<file path="config.mk">
export PLATFORM = sky130hd
export DESIGN_NAME = sws_selector
export DESIGN_NICKNAME = d
export VERILOG_FILES = /design/src/rtl/sws_pkg.sv /design/src/rtl/sws_cand_list.sv /design/src/rtl/sws_min_track.sv /design/src/rtl/sws_gate_map.sv /design/src/rtl/sws_selector.sv
export SDC_FILE = /design/constraint.sdc
export NUM_CORES = 1
export LEC_CHECK = 0
export ABC_CLOCK_PERIOD_IN_PS = 10200
export BUFFER_PORTS_ARGS = -buffer_cell sky130_fd_sc_hd__buf_2
export CORE_ASPECT_RATIO = 0.6
export CORE_MARGIN = 3
export CORE_UTILIZATION = 39
export CTS_BUF_LIST = sky130_fd_sc_hd__clkbuf_4 sky130_fd_sc_hd__clkbuf_8 sky130_fd_sc_hd__clkbuf_16
export CTS_CLUSTER_SIZE = 10
export DETAILED_ROUTE_END_ITERATION = 8
export PLACE_DENSITY_LB_ADDON = 0.08
export SETUP_SLACK_MARGIN = 0.15
export SKIP_LAST_GASP = 1
export SLEW_MARGIN = 20
export SYNTH_ARGS = -nofsm -noshare
export SYNTH_HDL_FRONTEND = slang
export SYNTH_SLANG_ARGS = --single-unit
</file>
<file path="constraint.sdc">
create_clock -name clk -period 10.2 [get_ports clk]
set_clock_uncertainty 0.1 [all_clocks]
set_input_delay 1.02 -clock clk [delete_from_list [all_inputs] [get_ports clk]]
set_output_delay 1.02 -clock clk [all_outputs]
set_load 0.05 [all_outputs]
</file>
<file path="src/rtl/sws_pkg.sv">
package sws_pkg;
  localparam int NUM_ST   = 11;
  localparam int IDX_W    = 4;
  localparam int CODE_W   = 4;
  localparam int LIST_MAX = 6;
  localparam int CNT_W    = 3;
  localparam int VEC_W    = NUM_ST * CODE_W;

  typedef logic [IDX_W-1:0] st_idx_t;
  typedef enum logic [0:0] {PH_IDLE, PH_POLL} phase_e;

  localparam st_idx_t IDX_BRIDGE = 4'd0;

  // Main state codes, Q1 in the most significant bit.
  function automatic logic [CODE_W-1:0] main_code(int k);
    case (k)
      0:       main_code = 4'b1010;
      1:       main_code = 4'b1110;
      2:       main_code = 4'b0110;
      3:       main_code = 4'b0010;
      4:       main_code = 4'b1011;
      5:       main_code = 4'b1001;
      default: main_code = 4'b1000;
    endcase
  endfunction

  function automatic logic has_partner(st_idx_t s);
    has_partner = (s == 4'd1) || (s == 4'd3) || (s == 4'd4) || (s == 4'd6);
  endfunction

  function automatic st_idx_t partner_of(st_idx_t s);
    case (s)
      4'd1:    partner_of = 4'd3;
      4'd3:    partner_of = 4'd1;
      4'd4:    partner_of = 4'd6;
      4'd6:    partner_of = 4'd4;
      default: partner_of = s;
    endcase
  endfunction

  // Number of states whose code lies one toggle away from state k.
  function automatic int nb_count(logic [VEC_W-1:0] v, int k);
    int c;
    c = 0;
    for (int j = 0; j < NUM_ST; j++)
      if ($countones(v[j*CODE_W +: CODE_W] ^ v[k*CODE_W +: CODE_W]) == 1) c++;
    nb_count = c;
  endfunction
endpackage

</file>
<file path="src/rtl/sws_cand_list.sv">
module sws_cand_list
  import sws_pkg::*;
#(
  parameter logic [VEC_W-1:0] CODE_VEC = '0
) (
  input  st_idx_t                            cur_idx,
  input  logic                               imbal,
  output logic [LIST_MAX-1:0][IDX_W-1:0]     list,
  output logic [CNT_W-1:0]                   count,
  output logic                               forced
);
  logic [CODE_W-1:0] cur_code;
  logic [NUM_ST-1:0] adj;
  logic [CNT_W-1:0]  n;

  assign cur_code = CODE_VEC[cur_idx*CODE_W +: CODE_W];
  assign forced   = imbal && has_partner(cur_idx);

  for (genvar g = 0; g < NUM_ST; g++) begin : g_adj
    assign adj[g] = ($countones(cur_code ^ CODE_VEC[g*CODE_W +: CODE_W]) == 1);
  end

  // Present state first, single-toggle neighbours next, forced partner last.
  always_comb begin
    list    = '0;
    list[0] = cur_idx;
    n       = CNT_W'(1);
    for (int i = 0; i < NUM_ST; i++) begin
      if (adj[i]) begin
        list[n] = IDX_W'(i);
        n       = n + CNT_W'(1);
      end
    end
    if (forced) begin
      list[n] = partner_of(cur_idx);
      n       = n + CNT_W'(1);
    end
    count = n;
  end
endmodule

</file>
<file path="src/rtl/sws_min_track.sv">
module sws_min_track
  import sws_pkg::*;
#(
  parameter int COST_W = 16
) (
  input  logic              clk,
  input  logic              rst_n,
  input  logic              clear,
  input  logic              take,
  input  logic [COST_W-1:0] cost,
  input  logic              oc,
  input  st_idx_t           idx,
  output st_idx_t           best_idx_nxt,
  output logic              found_nxt
);
  localparam logic [COST_W-1:0] COST_TOP = '1;

  logic [COST_W-1:0] best_cost_q, best_cost_d;
  st_idx_t           best_idx_q;
  logic              found_q;
  logic              better;

  assign better = take && !oc && (cost < best_cost_q);

  always_comb begin
    best_cost_d  = best_cost_q;
    best_idx_nxt = best_idx_q;
    found_nxt    = found_q;
    if (clear) begin
      best_cost_d  = COST_TOP;
      best_idx_nxt = '0;
      found_nxt    = 1'b0;
    end else if (better) begin
      best_cost_d  = cost;
      best_idx_nxt = idx;
      found_nxt    = 1'b1;
    end
  end

  always_ff @(posedge clk or negedge rst_n) begin
    if (!rst_n) begin
      best_cost_q <= COST_TOP;
      best_idx_q  <= '0;
      found_q     <= 1'b0;
    end else if (clear || better) begin
      best_cost_q <= best_cost_d;
      best_idx_q  <= best_idx_nxt;
      found_q     <= found_nxt;
    end
  end
endmodule

</file>
<file path="src/rtl/sws_gate_map.sv">
module sws_gate_map
  import sws_pkg::*;
(
  input  logic [CODE_W-1:0]   sw,
  output logic [2*CODE_W-1:0] gate
);
  for (genvar i = 0; i < CODE_W; i++) begin : g_leg
    assign gate[2*i+1] = sw[i];
    assign gate[2*i]   = ~sw[i];
  end
endmodule

</file>
<file path="src/rtl/sws_selector.sv">
module sws_selector
  import sws_pkg::*;
#(
  parameter int          COST_W  = 16,
  parameter logic [3:0]  B1_CODE = 4'b1111,
  parameter logic [3:0]  B2_CODE = 4'b1100,
  parameter logic [3:0]  B3_CODE = 4'b0111,
  parameter logic [3:0]  B4_CODE = 4'b0100
) (
  input  logic              clk,
  input  logic              rst_n,
  input  logic              cycle_start,
  input  logic              imbal,
  output logic              cand_valid,
  output logic [3:0]        cand_idx,
  input  logic [COST_W-1:0] cost,
  input  logic              cost_oc,
  input  logic              cost_valid,
  output logic [3:0]        sw_state,
  output logic [7:0]        gate,
  output logic              done
);
  localparam logic [VEC_W-1:0] CODE_VEC = {B4_CODE, B3_CODE, B2_CODE, B1_CODE,
                                           main_code(6), main_code(5), main_code(4),
                                           main_code(3), main_code(2), main_code(1),
                                           main_code(0)};

  // Elaboration checks on the balancing codes.
  for (genvar a = 0; a < NUM_ST; a++) begin : g_chk_a
    for (genvar b = a + 1; b < NUM_ST; b++) begin : g_chk_b
      if (CODE_VEC[a*CODE_W +: CODE_W] == CODE_VEC[b*CODE_W +: CODE_W]) begin : g_dup
        $error("sws_selector: two states share one switch code");
      end
    end
  end
  for (genvar m = 7; m < NUM_ST; m++) begin : g_chk_nb
    if (nb_count(CODE_VEC, m) == 0) begin : g_iso
      $error("sws_selector: balancing code has no single-toggle neighbour");
    end
  end

  phase_e                        phase_q, phase_d;
  st_idx_t                       cur_q, cur_d;
  st_idx_t                       pend_q, pend_d;
  logic                          pend_vld_q, pend_vld_d;
  logic [LIST_MAX-1:0][IDX_W-1:0] list_q, list_w;
  logic [CNT_W-1:0]              cnt_q, cnt_w;
  logic [CNT_W-1:0]              ptr_q, ptr_d;
  logic                          forced_q, forced_w;
  logic                          done_q, done_d;

  logic    start_acc, load_en, take, last;
  st_idx_t best_idx_nxt;
  logic    found_nxt;

  sws_cand_list #(.CODE_VEC(CODE_VEC)) u_list (
    .cur_idx (cur_q),
    .imbal   (imbal),
    .list    (list_w),
    .count   (cnt_w),
    .forced  (forced_w)
  );

  assign start_acc = (phase_q == PH_IDLE) && cycle_start;
  assign load_en   = start_acc && !pend_vld_q;
  assign take      = (phase_q == PH_POLL) && cost_valid;
  assign last      = take && (ptr_q == cnt_q - CNT_W'(1));

  sws_min_track #(.COST_W(COST_W)) u_min (
    .clk          (clk),
    .rst_n        (rst_n),
    .clear        (load_en),
    .take         (take),
    .cost         (cost),
    .oc           (cost_oc),
    .idx          (list_q[ptr_q]),
    .best_idx_nxt (best_idx_nxt),
    .found_nxt    (found_nxt)
  );

  always_comb begin
    phase_d    = phase_q;
    cur_d      = cur_q;
    pend_d     = pend_q;
    pend_vld_d = pend_vld_q;
    ptr_d      = ptr_q;
    done_d     = 1'b0;
    if (start_acc) begin
      if (pend_vld_q) begin
        cur_d      = pend_q;
        pend_vld_d = 1'b0;
        done_d     = 1'b1;
      end else begin
        phase_d = PH_POLL;
        ptr_d   = '0;
      end
    end
    if (take) begin
      ptr_d = ptr_q + CNT_W'(1);
      if (last) begin
        phase_d = PH_IDLE;
        ptr_d   = '0;
        done_d  = 1'b1;
        if (found_nxt) begin
          if (forced_q && (best_idx_nxt == partner_of(cur_q))) begin
            cur_d      = IDX_BRIDGE;
            pend_d     = best_idx_nxt;
            pend_vld_d = 1'b1;
          end else begin
            cur_d = best_idx_nxt;
          end
        end
      end
    end
  end

  always_ff @(posedge clk or negedge rst_n) begin
    if (!rst_n) begin
      phase_q    <= PH_IDLE;
      cur_q      <= IDX_BRIDGE;
      pend_q     <= IDX_BRIDGE;
      pend_vld_q <= 1'b0;
      ptr_q      <= '0;
      done_q     <= 1'b0;
      list_q     <= '0;
      cnt_q      <= CNT_W'(1);
      forced_q   <= 1'b0;
    end else begin
      phase_q    <= phase_d;
      cur_q      <= cur_d;
      pend_q     <= pend_d;
      pend_vld_q <= pend_vld_d;
      ptr_q      <= ptr_d;
      done_q     <= done_d;
      if (load_en) begin
        list_q   <= list_w;
        cnt_q    <= cnt_w;
        forced_q <= forced_w;
      end
    end
  end

  assign cand_valid = (phase_q == PH_POLL);
  assign cand_idx   = list_q[ptr_q];
  assign sw_state   = CODE_VEC[cur_q*CODE_W +: CODE_W];
  assign done       = done_q;

  sws_gate_map u_gate (
    .sw   (sw_state),
    .gate (gate)
  );
endmodule

</file>
# Word level (Yosys, flattened, before mapping)
# Index checks and enable logic that the tools add are counted.
[totals]
regBits = 63
word_cells = 259
[op_classes]
add_sub_neg = 44
n_lt_le_gt_ge = 24
n_eq_ne = 18
shift = 1
muxes = 82
bitwise_logic = 43
n_reduce_logical = 30
[op_table]
columns = ["operator", "count"]
rows = [
  ["32-bit adder", 11],
  ["32-bit by 2-bit equality test with 1-bit output, second input constant", 11],
  ["24-bit two-way mux", 11],
  ["4-bit demux with 3-bit select", 11],
  ["4-bit two-way mux", 24],
  ["18-bit NOT", 4],
  ["12-bit AND", 5],
  ["12-bit NOT", 5],
  ["12-bit bitwise OR", 5],
  ["18-bit AND", 3],
  ["3-bit two-way mux", 15],
  ["3-bit by 4-bit less-than comparator with 1-bit output, second input constant", 11],
  ["44-bit by 7-bit variable part select with 4-bit output, first input constant", 1],
  ["1-bit by 1-bit adder with 2-bit output", 20],
  ["3-bit by 1-bit adder with 3-bit output, second input constant", 11],
  ["16-bit two-way mux", 2],
  ["3-bit by 1-bit >= comparator with 1-bit output, second input constant", 10],
  ["24-bit bitwise mux", 1],
  ["1-bit logical AND", 19],
  ["3-bit by 18-bit AND with 18-bit output", 1],
  ["18-bit bitwise OR", 1],
  ["6-bit bitwise OR", 3],
  ["16-bit less-than comparator", 1],
  ["4-bit one-hot mux with 4 select lines", 1],
  ["25 further kinds", 55],
]

# Logic depth before layout (Yosys ltp)
[logic_depth]
ltp_word = 33
ltp_mapped = 40
depth_no_buf = 39

# Cells and area by module
# A second synthesis with hierarchy kept.
[unflattened]
cells_unflattened = 762
hier_area_um2 = 6782.8
[by_module_without_submodules]
columns = ["mod", "instances", "cells_per_inst", "area_per_inst_um2", "seq_area_each_um2"]
rows = [
  ["sws_cand_list", 1, 441, 3175.5, 0.0],
  ["sws_selector", 1, 177, 2187.1, 1052.3],
  ["sws_min_track", 1, 136, 1375.1, 545.5],
  ["sws_gate_map", 1, 8, 45.0, 0.0],
]

# Worst setup path before layout
# OpenSTA, ideal clock, no wires.
[synth_path]
path_kind = "register to register"
startpoint = "register cur_q[2]"
endpoint = "register list_q[8] (netlist bit)"
setup_time_ns = 0.082
arrival_time_ns = 9.917
required_time_ns = 10.018
setup_slack_ns = 0.101
path_stages_with_launch = 37
period_less_slack_ns = 10.099
cell_sequence = "dfrtp_1 clkbuf_1 clkbuf_1 nor2_1 a22oi_1 inv_1 ha_1 ha_1 nor3_1 mux4_2 nand2_1 inv_1 fa_1 inv_1 nand3_1 and2_1 buf_4 ha_1 a22oi_1 o21ai_0 mux2i_1 nand3_1 ha_1 xnor2_1 a221oi_4 inv_1 ha_1 xnor3_1 and3_1 a221oi_2 ha_1 nand2_1 xnor2_1 nor2_1 and2_1 or3_1 a31oi_1"
[synth_lines]
columns = ["element", "line", "text"]
rows = [
  ["from (decl)", "sws_selector.sv:43", "st_idx_t cur_q, cur_d;"],
  ["from (signal assigned)", "sws_selector.sv:130", "cur_q <= cur_d;"],
  ["44-bit by 7-bit variable part select with 4-bit output (*)", "-", ""],
  ["via gate[7]", "sws_selector.sv:20", "output logic [7:0] gate,"],
  ["1-bit NOT (no source line) (*)", "-", ""],
  ["via gate[6]", "sws_selector.sv:20", ""],
  ["1-bit by 1-bit adder with 2-bit output (*)", "sws_cand_list.sv:20", "assign adj[g] = ($countones(cur_code ^ CODE_VEC[g*CODE_W +: CODE_W]) == 1);"],
  ["32-bit adder (*)", "sws_cand_list.sv:20", ""],
  ["32-bit by 2-bit equality test with 1-bit output (*)", "sws_cand_list.sv:20", ""],
  ["branches (longest 15 deep; another with 3-bit by 4-bit less-than comparator with 1-bit output)", "-", ""],
  ["24-bit two-way mux (*)", "sws_cand_list.sv:34", "if (forced) begin"],
  ["to (signal assigned)", "sws_selector.sv:136", "list_q <= list_w;"],
  ["to (decl)", "sws_selector.sv:46", "logic [LIST_MAX-1:0][IDX_W-1:0] list_q, list_w;"],
]
# Mark *: on every way through the listed nets, which the timed path passes. The select of a mux whose other input is x is not followed.
# A chain may end at the register's enable or synchronous reset.

# Worst setup path after layout
[layout_path]
startpoint = "register cur_q[0]"
endpoint = "register list_q[9] (netlist bit)"
[layout_via]
elab_chain_len = 33
[layout_lines]
columns = ["element", "line"]
rows = [
  ["branches (longest 32 deep; another with 32-bit adder)", "-"],
  ["24-bit two-way mux (*)", "sws_cand_list.sv:34"],
]
# Every way passes the cells marked *. The select of a mux whose other input is x is not followed.

==> results.yml <==
logic_synthesis:
  async_flop_share_pct: 100
  yosysTopAreaCell: "dfrtp_1"
  yosysWarnings: 0
  synthCells: 745
  synth-seq-cells: 63
  synth_top_family_by_area: "simple AND/OR/NAND/NOR gates"
  synth_mux_area_share_pct: 4.68
  ys.flop_type: "dfrtp_1"
  synth_common_cells: "nand2_1, nor2_1, ha_1"
  synth_edf_count: 0
  syn_avg_cell_area_um2: 8.32
  synth_most_common_cell: "nand2_1"
  synth-simple-area-share_pct: 22.8
  syn-num-nets: 824
  synth_top_area_share_pct: 18.6
  yosys-top-cells-area: "dfrtp_1, ha_1, dfstp_2, nand2_1, nor2_1"
  synthesis.area_um2: 6200
  yosys.cell_types.count: 82
  synth_compound_area_share_pct: 22.7
  synth_xor_area_share_pct: 6.24
  seq_area_frac_synth_pct: 25.8
  synth_fa_ha_area_share_pct: 12.4
die:
  rows: 34
  core_area_um2: 15000
  ioPinCount: 40
  initial_core_util_pct: 41.3
  die_x_um: 169
  dieArea_um2: 17500
  fp.dieH_um: 104
route:
  drt_iter0_drc: 532
  vias_per_cell: 5.85
  drc: 0
  vias: 5699
  drt_first_pass_iters: 5
  wl_per_cell_um: 19.8
  ant_nets: 0
  routed_wirelength_um: 19300
sta:
  finalSetupViolCount: 0
  slew_headroom_pct: 32.3
  worst_pin_slew_ns: 1.01
  rsz0062_at_grt: "no"
  finalMaxSlewViolations: 0
  timing.final.crit_share_pct: 92.6
  max_freq_ghz: 0.106
  hold_viol: 0
  tns_ns: 0
  min_period_ns: 9.44
  timing.hold.ws_ns: 0.383
global_route:
  grt_use_met3_pct: 7.80
  gr-usage-met1_pct: 36.7
  grt_pass1_wl_um: 30300
  antenna_found_initial: 1
  grt_pass1_vias: 5218
  grt_usage_pct: 21.8
  busiest_layer: "met1"
  grt_remaining_overflow: 0
  use_met2_pct: 25.9
  grt_max_degree: 64
worst_setup_path:
  r2r_slack_ns: 0.76
  critPathKind: "reg2reg"
  worstPathArrival_ns: 9.52
  slowest_stage: "fa_1"
  cpPeakStageDelay_ns: 0.53
  cp_max_fo: 9
  worstSetupEndpointType: "flip-flop"
  reg2reg_depth: 37
  critPathLaunchType: "flip-flop"
  crit_path_frequent_cell: "ha_1"
  required_ns: 10.28
clock_tree:
  root_buffer: "clkbuf_16"
  cts_buffers: 9
  htreeDepth: 3
  path_clk_slew_ns: 0.05
  cts_buffer_depth: 2
  cts_hold_buf: 0
  cts_sinks: 63
  cts_tree: "done"
  clk_latency_ns: 0.33
finish:
  nets: 850
  num_antenna_cells: 0
  area_growth_pct: 11.2
  fillCellCount: 1495
  drive_above_1_share_pct: 16.8
run:
  drv_cap: 0
min_path:
  holdCritPathClass: "reg2reg"
  holdPathStages: 2
placement:
  dp_hpwl_um: 15200
  port_buffers: 39
  routabilityCongestion: 0.939
run_status:
  outcome: "finished, final reports clean"
[layer usage]
metal / part of all wire [%] / vias up
li1: - / 2752
met1: 55 / 2733
met2: 36 / 197
met3: 8.7 / 15
met4: 0.55 / 2
met5: 0.067 / -
[logic make-up (layout without fill, tap and decap cells)]
family                     count (synthesis)  after routing
AOI/OAI and AO/OA                        195            195
xor gates and xnor gates                  33             33
adders and majority gates                 57             57
buffers and inverters                     83            114
DFF                                       63             63
muxes                                     22             22
and+or+nand+nor                          292            292
[layout by cell type (no fill, tap or decap), types with 7 or more instances in the layout]
| master | n |
|---|---|
| a31oi_1 | 14 |
| o211ai_1 | 21 |
| xnor2_1 | 22 |
| nand2_1 | 98 |
| o21ai_0 | 36 |
| nor4_1 | 8 |
| fa_1 | 7 |
| a21oi_1 | 22 |
| clkbuf_16 | 9 |
| mux2i_1 | 10 |
| ha_1 | 50 |
| nand2b_1 | 11 |
| buf_2 | 39 |
| o31ai_1 | 14 |
| and3_1 | 8 |
| and2_1 | 12 |
| buf_4 | 11 |
| nor3_1 | 19 |
| nor2b_1 | 11 |
| nand3_1 | 31 |
| dfrtp_1 | 45 |
| inv_1 | 47 |
| a21o_1 | 12 |
| nor2_1 | 60 |
| o22ai_1 | 10 |
| dfstp_2 | 17 |
[through the flow]
| stage | worst slack (ns) | util, % | instances | instance area, um^2 |
|---|---|---|---|---|
| after floorplan | 0.635 | - | 745 | 6200 |
| after global placement | 0.817 | 43.7 | 956 | 6560 |
| after detailed placement | 0.501 | 43.7 | 956 | 6560 |
| after CTS | 0.456 | 45.6 | 972 | 6840 |
| after global routing | 0.169 | 45.9 | 974 | 6890 |
| final | 0.759 | 45.9 | 974 | 6890 |
[state kept, by name, summed over array words and instances (netlist names)]
| signal | cells |
|---|---|
| cand_valid | 1 |
| cnt_q | 3 |
| cur_q | 4 |
| done | 1 |
| forced_q | 1 |
| list_q | 24 |
| pend_q | 4 |
| pend_vld_q | 1 |
| ptr_q | 3 |
| u_min.best_cost_q | 16 |
| u_min.best_idx_q | 4 |
| u_min.found_q | 1 |
[area by class of cell]
class | count | area (um^2) | area share, %
tap | 198 | 248 | 3.60
clock inverter | 2 | 10.0 | 0.145
multi-input combinational | 599 | 4300 | 62.5
inverter | 48 | 180 | 2.62
timing repair buffer | 50 | 278 | 4.03
clock buffer | 14 | 269 | 3.91
sequential | 63 | 1600 | 23.2
[path summary, 6_finish.rpt]
kind                       startpoint          to
max in group asynchronous       rst_n    cur_q[2]
setup reg to reg             cur_q[0]   list_q[9]
min in group asynchronous       rst_n  list_q[21]
setup / recovery             cur_q[0]   list_q[9]
hold reg to reg            list_q[19]  list_q[19]
hold / removal             list_q[19]  list_q[19]
[what timing repair did]
action	CTS	global route
setup endpoints to repair	0	26
endpoints found under the hold margin	0	0
buffers inserted	0	2
gates resized for setup	0	8
[critical path: cells and delay by family, from the launching register on]
kind	cells	cell delay, ns
muxes	3	1.09
DFF	1	0.46
AOI/OAI and AO/OA	9	2.16
xor gates and xnor gates	2	0.34
adders and majority gates	8	2.82
and+or+nand+nor	11	1.83
buffers and inverters	4	0.47
Power is left out: the tool's default activity adds up to more than one toggle a clock period on the data nets, which glitch-free logic cannot reach.
